`src/rtl/smi_sci_pkg.sv`:
```
package smi_sci_pkg;
    typedef enum logic [1:0] {
        REG_STS = 2'd0,
        REG_EN  = 2'd1,
        REG_CTL = 2'd2
    } reg_sel_e;

    typedef enum logic [1:0] {
        SMI_ARMED = 2'd0,
        SMI_SEND  = 2'd1,
        SMI_WAIT  = 2'd2
    } smi_state_e;

    localparam int CTL_ROUTE = 0;
    localparam int CTL_GLB   = 1;
    localparam int CTL_EOS   = 2;
endpackage

```
`src/rtl/sci_req_qualifier.sv`:
```
module sci_req_qualifier #(
    parameter int QUAL_CYC = 10000
) (
    input  logic clk,
    input  logic rst_n,
    input  logic req,
    output logic qual
);
    localparam int CW = $clog2(QUAL_CYC + 1);
    localparam logic [CW-1:0] LIMIT = CW'(QUAL_CYC);

    logic [CW-1:0] cnt;

    // Count consecutive high cycles, saturate at the limit.
    always_ff @(posedge clk or negedge rst_n) begin
        if (!rst_n) begin
            cnt <= '0;
        end else if (!req) begin
            cnt <= '0;
        end else if (cnt != LIMIT) begin
            cnt <= cnt + 1'b1;
        end
    end

    assign qual = (cnt == LIMIT);
endmodule

```
`src/rtl/evt_status_bank.sv`:
```
module evt_status_bank #(
    parameter int W = 9
) (
    input  logic         clk,
    input  logic         rst_n,
    input  logic [W-1:0] src,
    input  logic [W-1:0] clr,
    output logic [W-1:0] status
);
    logic [W-1:0] src_q;

    for (genvar i = 0; i < W; i++) begin : g_bit
        always_ff @(posedge clk or negedge rst_n) begin
            if (!rst_n) begin
                src_q[i]  <= 1'b0;
                status[i] <= 1'b0;
            end else begin
                src_q[i] <= src[i];
                // A rising edge wins over a same-cycle clear.
                if (src[i] && !src_q[i]) begin
                    status[i] <= 1'b1;
                end else if (clr[i]) begin
                    status[i] <= 1'b0;
                end
            end
        end
    end
endmodule

```
`src/rtl/smi_delivery_fsm.sv`:
```
module smi_delivery_fsm
    import smi_sci_pkg::*;
(
    input  logic clk,
    input  logic rst_n,
    input  logic pending,
    input  logic rearm,
    output logic smi_msg,
    output logic eos
);
    smi_state_e state, state_nx;

    always_ff @(posedge clk or negedge rst_n) begin
        if (!rst_n) begin
            state <= SMI_ARMED;
        end else begin
            state <= state_nx;
        end
    end

    always_comb begin
        state_nx = state;
        unique case (state)
            SMI_ARMED: if (pending) state_nx = SMI_SEND;
            SMI_SEND:  state_nx = SMI_WAIT;
            SMI_WAIT:  if (rearm) state_nx = SMI_ARMED;
            default:   state_nx = SMI_ARMED;
        endcase
    end

    always_comb begin
        smi_msg = 1'b0;
        eos     = 1'b0;
        unique case (state)
            SMI_ARMED: eos = 1'b1;
            SMI_SEND:  smi_msg = 1'b1;
            SMI_WAIT:  eos = 1'b0;
            default:   eos = 1'b0;
        endcase
    end
endmodule

```
`src/rtl/smi_sci_aggregator.sv`:
```
module smi_sci_aggregator
    import smi_sci_pkg::*;
#(
    parameter int              NUM_SRC       = 8,
    parameter int              CLK_KHZ       = 100000,
    parameter logic [NUM_SRC-1:0] SCI_ONLY_MASK = 8'h01,
    parameter logic [NUM_SRC-1:0] FORCE_SCI_MASK = 8'h02,
    parameter logic [NUM_SRC-1:0] SMI_ONLY_MASK = 8'h0C
) (
    input  logic               clk,
    input  logic               rst_n,
    input  logic [NUM_SRC-1:0] evt_in,
    input  logic               ext_sci_req,
    input  logic               reg_wr,
    input  logic [1:0]         reg_addr,
    input  logic [NUM_SRC:0]   reg_wdata,
    output logic [NUM_SRC:0]   reg_rdata,
    output logic               sci_out,
    output logic               smi_msg
);
    localparam int W        = NUM_SRC + 1;
    localparam int QUAL_CYC = (CLK_KHZ / 10 < 1) ? 1 : CLK_KHZ / 10;

    logic [W-1:0] status, en_q, src_all, clr_v;
    logic [W-1:0] sci_rt, smi_rt;
    logic         route_q, glb_q, eos, ext_qual, rearm;
    logic         smi_pending, sci_active;

    sci_req_qualifier #(.QUAL_CYC(QUAL_CYC)) u_qual (
        .clk  (clk),
        .rst_n(rst_n),
        .req  (ext_sci_req),
        .qual (ext_qual)
    );

    assign src_all = {ext_qual, evt_in};
    assign clr_v   = (reg_wr && reg_addr == REG_STS) ? reg_wdata : '0;

    evt_status_bank #(.W(W)) u_bank (
        .clk   (clk),
        .rst_n (rst_n),
        .src   (src_all),
        .clr   (clr_v),
        .status(status)
    );

    // Per-source routing; the external request is a dual-route source.
    for (genvar i = 0; i < W; i++) begin : g_route
        if (i == NUM_SRC) begin : g_ext
            assign sci_rt[i] = route_q;
            assign smi_rt[i] = !route_q;
        end else begin : g_evt
            localparam bit FORCE = FORCE_SCI_MASK[i];
            localparam bit SCIO  = SCI_ONLY_MASK[i];
            localparam bit SMIO  = SMI_ONLY_MASK[i];
            localparam bit DUAL  = !(FORCE || SCIO || SMIO);
            assign sci_rt[i] = FORCE || (route_q && (SCIO || DUAL));
            assign smi_rt[i] = SMIO || (DUAL && !route_q);
        end
    end

    assign smi_pending = glb_q && |(status & en_q & smi_rt);
    assign sci_active  = |(status & en_q & sci_rt);
    assign rearm       = reg_wr && reg_addr == REG_CTL && reg_wdata[CTL_EOS];

    always_ff @(posedge clk or negedge rst_n) begin
        if (!rst_n) begin
            en_q    <= '0;
            route_q <= 1'b0;
            glb_q   <= 1'b0;
            sci_out <= 1'b0;
        end else begin
            sci_out <= sci_active;
            if (reg_wr && reg_addr == REG_EN) begin
                en_q <= reg_wdata;
            end
            if (reg_wr && reg_addr == REG_CTL) begin
                route_q <= reg_wdata[CTL_ROUTE];
                glb_q   <= reg_wdata[CTL_GLB];
            end
        end
    end

    smi_delivery_fsm u_fsm (
        .clk    (clk),
        .rst_n  (rst_n),
        .pending(smi_pending),
        .rearm  (rearm),
        .smi_msg(smi_msg),
        .eos    (eos)
    );

    always_comb begin
        reg_rdata = '0;
        unique case (reg_addr)
            REG_STS: reg_rdata = status;
            REG_EN:  reg_rdata = en_q;
            REG_CTL: begin
                reg_rdata[CTL_ROUTE] = route_q;
                reg_rdata[CTL_GLB]   = glb_q;
                reg_rdata[CTL_EOS]   = eos;
            end
            default: reg_rdata = '0;
        endcase
    end
endmodule

```
`config.mk`:
```
export PLATFORM = sky130hd
export DESIGN_NAME = smi_sci_aggregator
export DESIGN_NICKNAME = d
export VERILOG_FILES = /design/src/rtl/smi_sci_pkg.sv /design/src/rtl/sci_req_qualifier.sv /design/src/rtl/evt_status_bank.sv /design/src/rtl/smi_delivery_fsm.sv /design/src/rtl/smi_sci_aggregator.sv
export SDC_FILE = /design/constraint.sdc
export NUM_CORES = 1
export LEC_CHECK = 0
export BUFFER_PORTS_ARGS = -buffer_cell sky130_fd_sc_hd__buf_4
export CAP_MARGIN = 0
export CORE_MARGIN = 5
export CORE_UTILIZATION = 40
export DETAILED_ROUTE_END_ITERATION = 16
export PLACE_DENSITY = 0.59
export SLEW_MARGIN = 40
export SYNTH_ARGS = -nofsm -noshare
export SYNTH_HDL_FRONTEND = slang
export SYNTH_SLANG_ARGS = --single-unit
```
`constraint.sdc`:
```
create_clock -name clk -period 2.4 [get_ports clk]
set_clock_uncertainty 0.1 [all_clocks]
set_input_delay 0.24 -clock clk [delete_from_list [all_inputs] [get_ports clk]]
set_output_delay 0.24 -clock clk [all_outputs]
set_load 0.005 [all_outputs]
```
Word level (Yosys, flattened, before mapping)
Index checks and enable logic that the tools add are counted.
{ "op_classes": {"muxes": 28, "n_bitwise": 3, "reduce_logical": 38, "n_addsub": 1, "n_eq_ne": 9} }
{ "ops": {"columns": ["op", "n"], "rows": [
  ["$mux 14", 2],
  ["$and 9x9->9", 3],
  ["$mux 1", 20],
  ["$reduce_bool 2->1", 9],
  ["$reduce_or 9->1", 2],
  ["$add 14x1->14 const B", 1],
  ["$eq 14x14->1 const B", 1],
  ["$logic_and 1x1->1", 14],
  ["$ne 14x14->1 const B", 1],
  ["$pmux 6 s2", 1],
  ["$logic_not 1->1", 10],
  ["$mux 9", 1],
  ["$pmux 3 s3", 1],
  ["$pmux 2 s3", 1],
  ["$eq 2x1->1 const B", 2],
  ["$eq 2x2->1 const B", 2],
  ["$logic_not 2->1", 2],
  ["$mux 2", 2],
  ["$ne 2x2->1 const B", 2],
  ["$ne 2x1->1 const B", 1],
  ["$reduce_and 2->1", 1]
]} }
{ "totals": {"inputBits": 23, "out_inout_bits": 11, "reg_bits": 46} }

Logic depth before layout (Yosys ltp)
{ "logic_depth": {"word_depth": 6, "mapped_depth": 5} }

Modules after synthesis
Synthesis repeated with hierarchy kept, for this count alone.
{ "unflattened": {"cells_unflattened": 202, "hier_area_um2": 2287.2} }
{ "modules_own_cells": {"columns": ["mod", "area_per_inst_um2", "n_inst", "cells_per_inst", "seq_area_each_um2"], "rows": [
  ["sci_req_qualifier", 785.8, 1, 82, 350.3],
  ["smi_sci_aggregator", 783.3, 1, 68, 300.3],
  ["evt_status_bank", 630.6, 1, 45, 450.4],
  ["smi_delivery_fsm", 87.6, 1, 7, 50.0]
]} }

Worst setup path after synthesis
No wires, ideal clock.
{ "synth_path": {"path_kind": "flip-flop to flip-flop", "from": "register u_qual.cnt[11]", "to": "register u_qual.cnt[0]", "setup_ns": 0.079, "n_path_buf": 0, "path_stages_with_launch": 4, "slack_ns": 0.785, "arrival_time_ns": 1.436, "path_cell_list": "dfrtp_1 -> or4_4 -> nor4_4 -> mux2i_1"} }
{ "synth_via": {"elab_chain_cells": 2} }
{ "synth_lines": {"columns": ["element", "line_no", "text"], "rows": [
  ["from (decl)", "sci_req_qualifier.sv:12", "logic [CW-1:0] cnt;"],
  ["from (signal assigned)", "sci_req_qualifier.sv:21", "cnt <= cnt + 1'b1;"],
  ["$ne 14x14->1", "sci_req_qualifier.sv:20", "end else if (cnt != LIMIT) begin"],
  ["$ne 2x1->1 (no source line)", null, null]
]} }
Every way passes these cells.
A chain may end at the register's enable or synchronous reset.

Final worst setup path
{ "layout_path": {"from": "register u_qual.cnt[3]", "to": "register u_qual.cnt[8]"} }
{ "layout_via": {"elab_chain_cells": 3, "word_cells_on_any_way": 5} }
{ "layout_lines": {"columns": ["element", "line_no", "text"], "rows": [
  ["$add 14x1->14", "sci_req_qualifier.sv:21", null],
  ["$mux 14", "sci_req_qualifier.sv:20", null],
  ["$mux 14", "sci_req_qualifier.sv:18", "end else if (!req) begin"]
]} }
Parallel ways exist; a longest one is shown, timed or not. The select of a mux whose other input is x is not followed.

==> out/qor.yml <==
status:
  outcome: "complete, no violations"
drt:
  drt_iter0_drc: 95
  highest-signal-layer: "met4"
  post_drt_wl_per_cell_um: 14.4
  post_drt_via_cell_ratio: 5.12
  dr_total_vias: 1609
  met3WireLength_um: 129
  postRouteWirelength_um: 4530
  wl_met2_um: 2020
  wirelength_met1_um: 2350
  number_of_optimization_iterations_in_the_first_detailed_route_pass: 4
  final_routed_drc_violation_total: 0
  ant_nets: 0
global_routing:
  grt_antenna_before_repair: 0
  gr-total-overflow: 0
  grt_usage: 0.137
  grt_start_max_net_pins: 47
  grt_pass1_wl_um: 7850
  first_global_vias: 1611
critical_path:
  timing.critical_path.slowest_cell_delay_ps: 610
  worstPathCellList: "nand4_1 > or4_1 > a21oi_1"
  type_of_element_capturing_the_critical_path: "flop"
  reg_to_reg_critical_path_startpoint: "u_qual.cnt[3]"
  worst-endpoint-arrival_ps: 1940
  critical_path.max_fanout: 13
  critPathSlowestCell: "or4_1"
  critPathRequiredTime_ps: 2530
  r2r-end: "u_qual.cnt[8]"
  sum_of_buffers_and_inverters_on_the_critical_path: 0
  worst-setup-path-type: "reg -> reg"
  worst_path_dominant_cell_family: "simple AND/OR/NAND/NOR gates"
  start_kind: "flop"
  rr_worst_depth: 3
  reg2reg_setup_slack_ps: 580
finish:
  fin_cells: 314
  mostFrequentLayoutCells: "dfrtp_1 (46), buf_4 (34), nand2_1 (25)"
  drive_gt1_frac: 0.225
  fill_cells: 499
  layout.nets: 268
  final_util: 0.515
  multiInputGateArea_um2: 935
  ff_latch_area_um2: 1150
  area_growth_syn_to_layout_pct: 23.4
  antenna_cells_inserted: 0
  layout.cells.most_common: "dfrtp_1"
synth:
  compound_gate_fraction_of_synth_area: 0.115
  postSynth.asyncResetShare: 1.00
  synth_xor_xnor_area_share: 0.00812
  syn-mean-instance-area_um2: 10.9
  synth_edf_count: 0
  synth.net_count: 222
  synthesized_area_fraction_occupied_by_and_or_nand_nor_cells: 0.176
  synth_unique_cells: 34
  synth_seq_cells: 46
  ys.flop_type: "dfrtp_1"
  main_combinational_cell_family_by_area_after_synthesis: "simple AND/OR/NAND/NOR gates"
  postSynthCellCount: 197
  synth_area_um2: 2160
  post_synth_mux_area_share: 0.122
  synth-warning-count: 0
  synth_seq_area_share: 0.534
  synthAdderAreaFrac: 0.0116
sta:
  hold_viol_final: 0
  post-route-min-period_ps: 1820
  achievable-frequency_mhz: 551
  final-setup-viol-count: 0
  final_critical_path_setup_slack_ps: 584
  timing.final.crit_share: 0.757
  timing.final.max_slew_violations: 0
  finalSetupTns_ps: 0
  headroom_to_the_max_slew_limit: 0.613
  worst-slew-pin-transition_ps: 581
  rsz0062_at_grt: "false"
clock_network:
  cts_sinks: 46
  clkTransAtPathRegs_ps: 90
  post-cts-setup-buffers: 0
  cts_h_tree_lvls: 2
  clockRootBuffer: "clkbuf_8"
  cts-root-to-sink-buffers: 2
  numCtsBuffers: 5
  clock_latency_ps: 300
  clock_tree_from_tritoncts: "done"
run:
  max_cap_violations: 0
floorplanning:
  floorplan.initialDensity: 0.417
  core_region_area_um2: 5170
  floorplan.die_area_um2: 6960
  die_width_um: 83.4
  dieHeight_um: 83.4
  placementRows: 26
  num_io_pins: 34
hold_path:
  whs_path_depth: 2
  min-delay-start: "reg_wdata[3]"
  whs_endpoint: "en_q[3]"
  timing.hold.worst.class: "in -> reg"
pwr:
  power.ir.vdd_worst_mv: 0.411
  leak_pwr_uw: 0.00118
  power.density_nw_per_um2: 629
  power.total_uw: 1670
placement:
  place.port_buffers: 33
  worst_setup_timing_slack_at_the_placement_stage_ps: 632
  placedCellCount: 297
  dp_hpwl_um: 3120
  routabilityCongestion: 0.811
-- power breakdown --
group / internal, uW / leakage [uW] / switching, uW
clock network: 206 / 0.0000452 / 262
registers: 853 / 0.000559 / 57.4
logic: 166 / 0.000577 / 129
total: 1230 / 0.00118 / 448
-- routing by layer --
metal / global-route usage / vias to the layer above
li1: - / 802
met1: 0.201 / 779
met2: 0.199 / 26
met3: 0.0356 / 2
met4: 0.0351 / 0
met5: 0 / -
-- cell usage after synthesis (all sizes together), types with 3 or more instances --
cell type / n / area, um2
dfrtp: 46 / 1150
nor2: 10 / 37.5
or4: 6 / 48.8
mux2i: 14 / 140
nand2b: 3 / 18.8
nand3b: 3 / 22.5
o31ai: 3 / 22.5
mux2: 11 / 124
a21oi: 6 / 30.0
nand4: 3 / 18.8
o21ai: 5 / 25.0
nor2b: 3 / 18.8
nand3: 6 / 30.0
inv: 15 / 56.3
nor4: 5 / 46.3
nand2: 25 / 93.8
a22o: 10 / 87.6
-- worst max-delay path by stage --
stage | depth (start not counted) | end | slack (ps) | startpoint
finish | 3 | u_qual.cnt[8] | 580 | u_qual.cnt[3]
global route | 3 | u_qual.cnt[13] | 350 | u_qual.cnt[3]
CTS | 3 | u_qual.cnt[13] | 630 | u_qual.cnt[3]
detailed placement | 3 | u_qual.cnt[8] | 630 | u_qual.cnt[2]
global placement | 3 | u_qual.cnt[9] | 670 | u_qual.cnt[2]
floorplan | 3 | u_qual.cnt[0] | 780 | u_qual.cnt[11]
-- worst reg2reg max path: cells and delay by family (launching register included) --
kind / cells / cell delay [ps]
compound gates: 1 / 150
flops: 1 / 450
simple gates: 2 / 1050
-- sequential cells by signal (all words and copies together) (netlist names) --
name,cells
u_bank.status,9
u_fsm.state,2
u_bank.src_q,9
en_q,9
route_q,1
glb_q,1
u_qual.cnt,14
sci_out,1
-- logic make-up (layout without fill, tap and decap cells) --
family | after synthesis | count (layout)
AOI/OAI and AO/OA | 34 | 34
xor gates and xnor gates | 2 | 2
adders and majority gates | 2 | 2
buffers and inverters | 19 | 66
DFF | 46 | 46
muxes | 25 | 25
and+or+nand+nor | 69 | 69
-- what timing repair did --
action | in CTS | in global routing
hold buffers | 9 | 0
gates resized for setup | 0 | 0
hold endpoints to repair | 54 | 0
-- final cells by class --
class,instances,share of cell area
Tap cell,70,0.0329
Clock inverter,2,0.00517
Sequential cell,46,0.433
Timing Repair Buffer,43,0.130
Inverter,15,0.0212
Clock buffer,6,0.0273
Multi-Input combinational cell,132,0.351
-- per-stage QoR --
| step | area (um2) | hold slack, ps |
|---|---|---|
| final | 2660 | 82.0 |
| after global routing | 2660 | 70.1 |
| after CTS | 2660 | 67.9 |
| after detailed placement | 2480 | 189 |
| after global placement | 2480 | 188 |
| after floorplan | 2160 | -156 |
(Power assumes the default switching activity.)
